**src/rtl/txscan_pkg.sv**
```systemverilog
package txscan_pkg;
    typedef enum logic [0:0] {
        ST_HUNT  = 1'b0,
        ST_OFFER = 1'b1
    } scan_state_t;
endpackage

```
**src/rtl/txscan_regs.sv**
```systemverilog
module txscan_regs #(
    parameter int NLINES = 8
) (
    input  logic              clk,
    input  logic              rst_n,
    input  logic              en_we,
    input  logic [NLINES-1:0] en_wd,
    input  logic              ien_we,
    input  logic              ien_wd,
    output logic [NLINES-1:0] line_en,
    output logic              ien
);
    always_ff @(posedge clk or negedge rst_n) begin
        if (!rst_n) begin
            line_en <= '0;
            ien     <= 1'b0;
        end else begin
            if (en_we)  line_en <= en_wd;
            if (ien_we) ien     <= ien_wd;
        end
    end
endmodule

```
**src/rtl/txscan_fsm.sv**
```systemverilog
module txscan_fsm
    import txscan_pkg::*;
#(
    parameter int NLINES = 8,
    parameter int LW     = $clog2(NLINES)
) (
    input  logic              clk,
    input  logic              rst_n,
    input  logic [NLINES-1:0] line_en,
    input  logic [NLINES-1:0] buf_free,
    input  logic              tx_we,
    input  logic              en_we,
    input  logic [NLINES-1:0] en_wd,
    output logic              offer,
    output logic [LW-1:0]     cur_line
);
    localparam logic [LW-1:0] LAST = LW'(NLINES - 1);

    scan_state_t   state, state_n;
    logic [LW-1:0] ptr, ptr_n;
    logic [LW-1:0] cur, cur_n;
    logic          hit;
    logic          drop;

    function automatic logic [LW-1:0] step(input logic [LW-1:0] v);
        if (v == LAST) return '0;
        return v + 1'b1;
    endfunction

    assign hit  = line_en[ptr] & buf_free[ptr];
    assign drop = en_we & ~en_wd[cur];

    // state register
    always_ff @(posedge clk or negedge rst_n) begin
        if (!rst_n) begin
            state <= ST_HUNT;
            ptr   <= '0;
            cur   <= '0;
        end else begin
            state <= state_n;
            ptr   <= ptr_n;
            cur   <= cur_n;
        end
    end

    // transitions: HUNT->OFFER on hit, HUNT->HUNT advances,
    // OFFER->HUNT on LOAD or DROP, OFFER->OFFER waits
    always_comb begin
        state_n = state;
        ptr_n   = ptr;
        cur_n   = cur;
        unique case (state)
            ST_HUNT: begin
                if (hit) begin
                    state_n = ST_OFFER;
                    cur_n   = ptr;
                end else begin
                    ptr_n = step(ptr);
                end
            end
            ST_OFFER: begin
                if (tx_we || drop) begin
                    state_n = ST_HUNT;
                    ptr_n   = step(cur);
                end
            end
            default: state_n = ST_HUNT;
        endcase
    end

    // outputs
    always_comb begin
        offer    = (state == ST_OFFER);
        cur_line = offer ? cur : '0;
    end
endmodule

```
**src/rtl/txscan_steer.sv**
```systemverilog
module txscan_steer #(
    parameter int NLINES = 8,
    parameter int DW     = 8,
    parameter int LW     = $clog2(NLINES)
) (
    input  logic              offer,
    input  logic [LW-1:0]     cur_line,
    input  logic              tx_we,
    input  logic [DW-1:0]     tx_wd,
    output logic [NLINES-1:0] ld_valid,
    output logic [DW-1:0]     ld_data
);
    logic go;
    assign go = offer & tx_we;

    for (genvar g = 0; g < NLINES; g++) begin : g_ld
        assign ld_valid[g] = go && (cur_line == LW'(g));
    end

    assign ld_data = go ? tx_wd : '0;
endmodule

```
**src/rtl/txscan_top.sv**
```systemverilog
module txscan_top #(
    parameter int NLINES = 8,
    parameter int DW     = 8,
    parameter int LW     = $clog2(NLINES)
) (
    input  logic              clk,
    input  logic              rst_n,
    input  logic              en_we,
    input  logic [NLINES-1:0] en_wd,
    input  logic              ien_we,
    input  logic              ien_wd,
    input  logic              tx_we,
    input  logic [DW-1:0]     tx_wd,
    input  logic [NLINES-1:0] buf_free,
    output logic [NLINES-1:0] line_en,
    output logic              tx_rdy,
    output logic [LW-1:0]     tx_line,
    output logic              irq,
    output logic [NLINES-1:0] ld_valid,
    output logic [DW-1:0]     ld_data
);
    logic ien_q;

    txscan_regs #(.NLINES(NLINES)) u_regs (
        .clk     (clk),
        .rst_n   (rst_n),
        .en_we   (en_we),
        .en_wd   (en_wd),
        .ien_we  (ien_we),
        .ien_wd  (ien_wd),
        .line_en (line_en),
        .ien     (ien_q)
    );

    txscan_fsm #(.NLINES(NLINES), .LW(LW)) u_fsm (
        .clk      (clk),
        .rst_n    (rst_n),
        .line_en  (line_en),
        .buf_free (buf_free),
        .tx_we    (tx_we),
        .en_we    (en_we),
        .en_wd    (en_wd),
        .offer    (tx_rdy),
        .cur_line (tx_line)
    );

    txscan_steer #(.NLINES(NLINES), .DW(DW), .LW(LW)) u_steer (
        .offer    (tx_rdy),
        .cur_line (tx_line),
        .tx_we    (tx_we),
        .tx_wd    (tx_wd),
        .ld_valid (ld_valid),
        .ld_data  (ld_data)
    );

    assign irq = tx_rdy & ien_q;
endmodule

```
**config.mk**
```make
export PLATFORM = sky130hd
export DESIGN_NAME = txscan_top
export DESIGN_NICKNAME = d
export VERILOG_FILES = /design/src/rtl/txscan_pkg.sv /design/src/rtl/txscan_regs.sv /design/src/rtl/txscan_fsm.sv /design/src/rtl/txscan_steer.sv /design/src/rtl/txscan_top.sv
export SDC_FILE = /design/constraint.sdc
export NUM_CORES = 1
export LEC_CHECK = 0
export BUFFER_PORTS_ARGS = -buffer_cell sky130_fd_sc_hd__buf_4
export CORE_MARGIN = 1
export CORE_UTILIZATION = 45
export CTS_CLUSTER_DIAMETER = 80
export CTS_CLUSTER_SIZE = 16
export DETAILED_ROUTE_END_ITERATION = 10
export PLACE_DENSITY_LB_ADDON = 0.08
export SYNTH_ARGS = -nofsm -noshare
export SYNTH_HDL_FRONTEND = slang
export SYNTH_SLANG_ARGS = --single-unit
```
**constraint.sdc**
```tcl
create_clock -name clk -period 4.5 [get_ports clk]
set_clock_uncertainty 0.2 [all_clocks]
set_input_delay 0.45 -clock clk [delete_from_list [all_inputs] [get_ports clk]]
set_output_delay 0.45 -clock clk [all_outputs]
set_load 0.02 [all_outputs]
```
==> flow_metrics.env, run 1 <==
export IMPL_status="finished clean"
export IMPL_reg2reg_from="u_fsm.cur[0]"
export IMPL_post_drt_antenna_nets=0
export IMPL_synth_area_top_cells="sky130_fd_sc_hd__dfrtp_1, sky130_fd_sc_hd__mux2_2, sky130_fd_sc_hd__and3_1"
export IMPL_die_height_um=50.8
export IMPL_clk_insertion_delay_late_ns=0.29
export IMPL_grt_use_total_pct=22.8
export IMPL_worstPathBufferInverterCount=2
export IMPL_start_util_pct=48.0
export IMPL_ctsLongestPathBuffers=2
export IMPL_synthesis_area_per_instance_um2=10.5
export IMPL_layout_worst_path_cycle_share_pct=54.9
export IMPL_drive_above_1_share_pct=50.6
export IMPL_cts_bufs_inserted=3
export IMPL_first_pass_iters=4
export IMPL_clock_sink_count=16
export IMPL_post_cts_buffers=0
export IMPL_path_max_fanout=20
export IMPL_viasPerCell=5.37
export IMPL_regToRegSetupSlack_ns=2.15
export IMPL_syn_nets=136
export IMPL_final_critical_path_setup_slack_ns=2.03
export IMPL_port_buffers=58
export IMPL_timing_rr_end="u_fsm.ptr[2]"
export IMPL_final_cell_utilization_of_the_core_pct=69.5
export IMPL_chipWidth_um=50.8
export IMPL_synth_yosys_warnings=0
export IMPL_yosysTopAreaCellShare_pct=37.3
export IMPL_synth_cell_area_mm2=0.00107
export IMPL_cts_reportedPaths_clkPinSlew_ns=0.10
export IMPL_grt_setup_unrepaired="false"
export IMPL_ir_worst_vdd_v=0.000301
export IMPL_timing_critical_path_mode_cell="sky130_fd_sc_hd__nand2_1"
export IMPL_tightestPinTransition_ns=0.646
export IMPL_design_die_area_mm2=0.00258
export IMPL_finalWorstPathRequiredPeriod_ns=2.47
export IMPL_detailroute_via_count=999
export IMPL_grt_remaining_overflow=0
export IMPL_yosys_register_bits=16
export IMPL_critical_path_end_type="output pin"
export IMPL_timing_final_max_slew_violations=0
export IMPL_remaining_drc_errors=0
export IMPL_cp_data_required_time_ns=3.85
export IMPL_critical_path_max_stage_delay_ns=0.77
export IMPL_drt_first_iter_violations=10
export IMPL_hold_viol_final=0
export IMPL_synth_commonest_cells="sky130_fd_sc_hd__dfrtp_1, sky130_fd_sc_hd__mux2_2, sky130_fd_sc_hd__and3_1, sky130_fd_sc_hd__nand2_1, sky130_fd_sc_hd__inv_1"
export IMPL_crit_type="flip-flop to output pin"
export IMPL_fp_coreArea_mm2=0.00223
export IMPL_pwr_density_cell_mw_per_mm2=526
export IMPL_detail_route_wirelength_um=2620
export IMPL_yosys_cell_count_top_type="sky130_fd_sc_hd__dfrtp_1"
export IMPL_yosysUniqueCellTypes=30
export IMPL_grt_start_max_net_pins=21
export IMPL_netlist_instances=102
export IMPL_worstHoldStart="ien_wd"
export IMPL_postSynth_asyncResetShare_pct=100
export IMPL_worst_hold_path_endpoint="u_regs.ien"
export IMPL_timing_critical_path_slowest_stage_cell="sky130_fd_sc_hd__dfrtp_1"
export IMPL_synth_edf_count=0
export IMPL_power_static_leakage_nw=0.816
export IMPL_htree_num_levels=1
export IMPL_core_rowCount=17
export IMPL_synth_sequential_area_ratio_pct=37.3
export IMPL_routed_wire_length_per_instance_um=14.1
export IMPL_grt_first_pass_wirelength_um=4390
export IMPL_final_setup_tns_ns=0
export IMPL_timing_critical_path_cells="nand2_1 > inv_1 > nand2_1 > nor3_1 > buf_4"
export IMPL_routabilityCongestion=0.832
export IMPL_yosys_area_top_type="sky130_fd_sc_hd__dfrtp_1"
export IMPL_place_detailed_hpwl_um=2100
export IMPL_worst_slew_margin_relative_to_its_limit_pct=57.0
export IMPL_place_ws_ns=2.16
export IMPL_antenna_cells=0
export IMPL_cts_repair_resize_count=0
export IMPL_worst_endpoint_arrival_ns=1.82
export IMPL_report_power_total_mw=0.816
export IMPL_io_pins=59
export IMPL_critPathLaunchType="flip-flop"
export IMPL_drv_max_cap_violation_count=0
export IMPL_cts_root_buf="sky130_fd_sc_hd__clkbuf_4"
export IMPL_fmax_ghz=0.404
export IMPL_syn_to_final_growth_pct=44.8
export IMPL_final_setup_viol_count=0
export IMPL_critPathTopFamily="flip-flops"
export IMPL_r2r_worst_path_cells=4
export IMPL_clock_tree_from_tritoncts="yes"
export IMPL_timing_hold_worst_path_depth=2
export IMPL_antenna_violations_before_repair=0
export IMPL_synth_top_flop_cell="sky130_fd_sc_hd__dfrtp_1"
export IMPL_hold_crit_path_type="input pin to flip-flop"
export IMPL_nets=193
export IMPL_first_global_vias=1023
## layout by cell type (no fill, tap or decap)
cell type,count
sky130_fd_sc_hd__o211ai_1,1
sky130_fd_sc_hd__nand3_1,3
sky130_fd_sc_hd__mux2_4,2
sky130_fd_sc_hd__inv_1,7
sky130_fd_sc_hd__ha_1,4
sky130_fd_sc_hd__buf_4,58
sky130_fd_sc_hd__nor4bb_1,1
sky130_fd_sc_hd__clkbuf_8,1
sky130_fd_sc_hd__nor3_1,5
sky130_fd_sc_hd__dfrtp_1,16
sky130_fd_sc_hd__or3_1,1
sky130_fd_sc_hd__nor2_1,3
sky130_fd_sc_hd__and2_1,1
sky130_fd_sc_hd__clkbuf_4,3
sky130_fd_sc_hd__mux4_2,2
sky130_fd_sc_hd__mux2_1,1
sky130_fd_sc_hd__a221oi_4,1
sky130_fd_sc_hd__o31ai_1,2
sky130_fd_sc_hd__a31oi_4,1
sky130_fd_sc_hd__mux2_2,12
sky130_fd_sc_hd__o2111ai_1,1
sky130_fd_sc_hd__nor4_1,2
sky130_fd_sc_hd__and3_1,10
sky130_fd_sc_hd__mux2i_1,3
sky130_fd_sc_hd__a211o_1,1
sky130_fd_sc_hd__dlygate4sd3_1,1
sky130_fd_sc_hd__o21ai_0,3
sky130_fd_sc_hd__and4b_1,1
sky130_fd_sc_hd__and3b_1,1
sky130_fd_sc_hd__nand2_1,10
## sequential cells by signal, indices dropped and copies added, names as in the netlist
name,cells
u_regs.line_en,8
u_fsm.cur,3
u_fsm.ptr,3
u_fsm.offer,1
u_regs.ien,1
## worst max-delay path by stage
stage                             from      endpoint  depth (start not counted)
after global routing       u_fsm.offer   ld_valid[3]                          5
after CTS                  u_fsm.offer   ld_valid[3]                          5
after global placement    u_fsm.cur[0]  u_fsm.ptr[2]                          4
after detailed placement  u_fsm.cur[0]  u_fsm.ptr[2]                          4
after floorplan            u_fsm.offer   ld_valid[3]                          5
final                      u_fsm.offer   ld_valid[3]                          5
## timing repair
item / in CTS / in global routing
hold buffers: 1 / 0
endpoints found under the setup margin: 0 / 0
hold endpoints to repair: 16 / 0
## where the power goes
group | internal (mW) | switching [mW]
clock | 0.0492 | 0.0459
combinational | 0.235 | 0.197
sequential | 0.186 | 0.104
total | 0.470 | 0.347
## routing by layer
layer | track usage (%) | vias to the layer above | routed length, um
met5 | 0 | - | 0
li1 | - | 486 | -
met1 | 27.8 | 481 | 1130
met4 | 5.09 | 0 | 10
met3 | 4.76 | 2 | 111
met2 | 41.1 | 30 | 1360
## cells by family after synthesis
family                     after synthesis  share of synthesized area, %
adders and majority gates                4                          4.67
and+or+nand+nor                         38                          19.1
muxes                                   20                          23.5
DFF                                     16                          37.3
buffers and inverters                   14                          5.83
AOI/OAI and AO/OA                       10                          9.57
## final cells by class
type / count / area, um^2
clock buffer: 4 / 36.3
fill: 194 / 681
inverter: 7 / 26.3
multi-input combinational: 72 / 609
sequential: 16 / 400
tap: 28 / 35.0
timing repair buffer: 59 / 445
## metrics by stage
| step | hold slack, ns | cell area [um^2] | cells |
|---|---|---|---|
| after floorplan | -0.0456 | 1070 | 102 |
| after global placement | 0.118 | 1510 | 181 |
| after global routing | 0.194 | 1550 | 186 |
| final | 0.191 | 1550 | 186 |
| after detailed placement | 0.124 | 1510 | 181 |
| after CTS | 0.192 | 1550 | 186 |
Note: power is estimated with default switching activity, not from simulation.
==> inputs of run 2 (changes only) <==
- ABC_AREA: unset -> 1
- CORE_UTILIZATION: 45 -> 43
- clock period: 4.5 -> 2.4 ns (I/O delays scaled with it)
==> flow_metrics.env, run 2 <==
export IMPL_drt_first_iter_violations=13
export IMPL_yosys_area_top_type="sky130_fd_sc_hd__dfrtp_1"
export IMPL_post_drt_antenna_nets=0
export IMPL_nets=239
export IMPL_synth_commonest_cells="sky130_fd_sc_hd__nand2_1, sky130_fd_sc_hd__nand3_1, sky130_fd_sc_hd__inv_1"
export IMPL_yosys_cell_count_top_type="sky130_fd_sc_hd__nand2_1"
export IMPL_reg2reg_from="u_fsm.cur[0]"
export IMPL_power_static_leakage_nw=0.908
export IMPL_worst_slew_margin_relative_to_its_limit_pct=80.5
export IMPL_post_layout_nonfiller_instances=232
export IMPL_hold_crit_path_type="input pin to flip-flop"
export IMPL_seq_area_um2=400
export IMPL_report_power_total_mw=1.39
export IMPL_synth_cell_area_mm2=0.00103
export IMPL_first_global_vias=1083
export IMPL_drv_max_cap_violation_count=0
export IMPL_cts_repair_resize_count=0
export IMPL_detailroute_via_count=1140
export IMPL_worst_hold_path_endpoint="u_regs.line_en[2]"
export IMPL_core_rowCount=17
export IMPL_yosys_register_bits=16
export IMPL_power_switching_mw=0.642
export IMPL_cp_data_required_time_ns=1.96
export IMPL_synth_top_flop_cell="sky130_fd_sc_hd__dfrtp_1"
export IMPL_synth_yosys_warnings=0
export IMPL_ir_worst_vdd_v=0.000521
export IMPL_synth_sequential_area_ratio_pct=38.7
export IMPL_chipWidth_um=51.1
export IMPL_final_cell_utilization_of_the_core_pct=72.0
export IMPL_grt_use_total_pct=23.0
export IMPL_drive_above_1_share_pct=38.2
export IMPL_postLayoutCellArea_mm2=0.00161
export IMPL_design_die_area_mm2=0.00261
export IMPL_r2r_worst_path_cells=5
export IMPL_sequentialPowerShare_pct=33.0
export IMPL_clock_sink_count=16
export IMPL_grt_first_pass_wirelength_um=4530
export IMPL_yosysUniqueCellTypes=16
export IMPL_final_setup_viol_count=0
export IMPL_antenna_violations_before_repair=0
export IMPL_placed_area_mm2=0.00148
export IMPL_port_buffers=58
export IMPL_internal_power_mw=0.746
export IMPL_place_ws_ns=0.727
export IMPL_hold_viol_final=0
export IMPL_synth_area_top_cells="sky130_fd_sc_hd__dfrtp_1, sky130_fd_sc_hd__nand2_1, sky130_fd_sc_hd__nand3_1"
export IMPL_critical_path_end_type="output pin"
export IMPL_grt_start_max_net_pins=17
export IMPL_clk_insertion_delay_late_ns=0.29
export IMPL_antenna_cells=0
export IMPL_timing_final_max_slew_violations=0
export IMPL_routabilityCongestion=0.775
export IMPL_status="finished clean"
export IMPL_worstHoldStart="en_wd[2]"
export IMPL_clock_tree_from_tritoncts="yes"
export IMPL_fmax_ghz=0.508
export IMPL_final_setup_tns_ns=0
export IMPL_power_frac_comb_pct=54.1
export IMPL_place_detailed_hpwl_um=2130
export IMPL_crit_type="flip-flop to output pin"
export IMPL_postSynth_asyncResetShare_pct=100
export IMPL_multiInputGateArea_um2=536
export IMPL_mostFrequentLayoutCells="sky130_fd_sc_hd__buf_4, sky130_fd_sc_hd__nand2_1, sky130_fd_sc_hd__nand3_1, sky130_fd_sc_hd__inv_1, sky130_fd_sc_hd__nor2_1"
export IMPL_timing_rr_end="u_fsm.ptr[0]"
export IMPL_final_critical_path_setup_slack_ns=0.430
export IMPL_layout_commonest_cell="sky130_fd_sc_hd__buf_4"
export IMPL_finalWorstPathRequiredPeriod_ns=1.97
export IMPL_timing_hold_ws_ns=0.0134
export IMPL_first_pass_iters=4
export IMPL_cts_bufs_inserted=3
export IMPL_io_pins=59
export IMPL_viasPerCell=4.91
export IMPL_start_util_pct=46.3
export IMPL_syn_to_final_growth_pct=55.4
export IMPL_critPathLaunchType="flip-flop"
export IMPL_fp_coreArea_mm2=0.00223
export IMPL_synthesis_area_per_instance_um2=7.61
export IMPL_ctsLongestPathBuffers=2
export IMPL_grt_setup_unrepaired="false"
export IMPL_reg_top3="u_regs.line_en x8, u_fsm.cur x3, u_fsm.ptr x3"
export IMPL_timing_hold_worst_path_depth=2
export IMPL_pwr_density_cell_mw_per_mm2=863
export IMPL_die_height_um=51.1
export IMPL_remaining_drc_errors=0
export IMPL_path_max_fanout=9
export IMPL_fillers=185
export IMPL_clock_power_share_pct=12.9
export IMPL_regToRegSetupSlack_ns=0.77
export IMPL_htree_num_levels=1
export IMPL_largest_register="u_regs.line_en"
export IMPL_tightestPinTransition_ns=0.293
export IMPL_cts_reportedPaths_clkPinSlew_ns=0.10
export IMPL_largest_register_ffs=8
export IMPL_worst_endpoint_arrival_ns=1.53
export IMPL_dpl_cell_count=219
export IMPL_syn_nets=170
export IMPL_grt_remaining_overflow=0
export IMPL_sw_share_pct=46.3
export IMPL_synth_edf_count=0
export IMPL_cts_root_buf="sky130_fd_sc_hd__clkbuf_4"
export IMPL_routed_wire_length_per_instance_um=11.9
export IMPL_yosysTopAreaCellShare_pct=38.7
export IMPL_detail_route_wirelength_um=2760
export IMPL_layout_worst_path_cycle_share_pct=82.1
export IMPL_netlist_instances=136
[run 2: cell count changes in the layout (fill, tap and decap cells not counted), sizes merged, moves of 2 or more]
cell	before	now
and3	10	0
mux2i	3	0
nand2	10	39
dlygate4sd3	1	9
mux2	15	9
mux4	2	0
nor3	5	0
nor2	3	17
nor4	2	0
o31ai	2	0
nand3	3	24
inv	7	20
[run 2: timing repair]
action,4_1_cts,5_1_grt
setup buffers,0,0
hold buffers,9,0
setup endpoints to repair,0,0
endpoints found under the hold margin,23,0
[run 2: cell families (layout without fill, tap and decap cells)]
logic type      Yosys count  in the layout  share of synthesized area (%)
simple gates             80             80                           34.8
buf+inv                  23             91                           9.55
flops                    16             16                           38.7
mux                       9              9                           9.79
fa+ha+maj                 4              4                           4.84
compound gates            4              4                           2.30
[run 2: final cells by class]
type | instances | area share (%)
multi-input cells | 97 | 33.3
repair buffers | 67 | 32.7
flip-flops and latches | 16 | 24.9
inverters | 20 | 4.67
clock buffers | 4 | 2.26
well taps | 28 | 2.18
[run 2: how the worst max path moves through the flow]
stage / from / end / slack, ns / cells after the start
2_1_floorplan: u_fsm.offer / ld_valid[5] / 0.72 / 5
3_3_place_gp: u_fsm.offer / ld_valid[5] / 0.76 / 5
3_5_place_dp: u_fsm.offer / ld_valid[7] / 0.73 / 5
4_1_cts: u_fsm.offer / ld_valid[7] / 0.39 / 5
5_1_grt: u_fsm.offer / ld_valid[0] / 0.26 / 5
6_report: u_fsm.offer / ld_valid[6] / 0.43 / 5
[run 2: worst max-delay path, cell delays in order (launching register included)]
cell and delay (ns):
sky130_fd_sc_hd__dfrtp_1 0.51, sky130_fd_sc_hd__nand2_1 0.24, sky130_fd_sc_hd__inv_1 0.12, sky130_fd_sc_hd__nand2_1 0.11
sky130_fd_sc_hd__nor2_1 0.13, sky130_fd_sc_hd__buf_4 0.14
[run 2: power groups by stage]
stage,Sequential [mW],Clock (mW),Combinational [mW]
after CTS,0.456,0.186,0.758
after global placement,0.455,0,0.726
after detailed placement,0.462,0,0.741
after global routing,0.471,0.192,0.845
final,0.458,0.179,0.751
after floorplan,0.435,0,0.535
[run 2: routing by layer]
metal | share of wire (%) | GRT usage (%) | vias to the layer above
li1 | - | - | 571
met1 | 44 | 28.2 | 522
met2 | 48 | 41.0 | 43
met3 | 6.6 | 2.98 | 4
met4 | 1.2 | 7.87 | 0
met5 | 0 | 0 | -
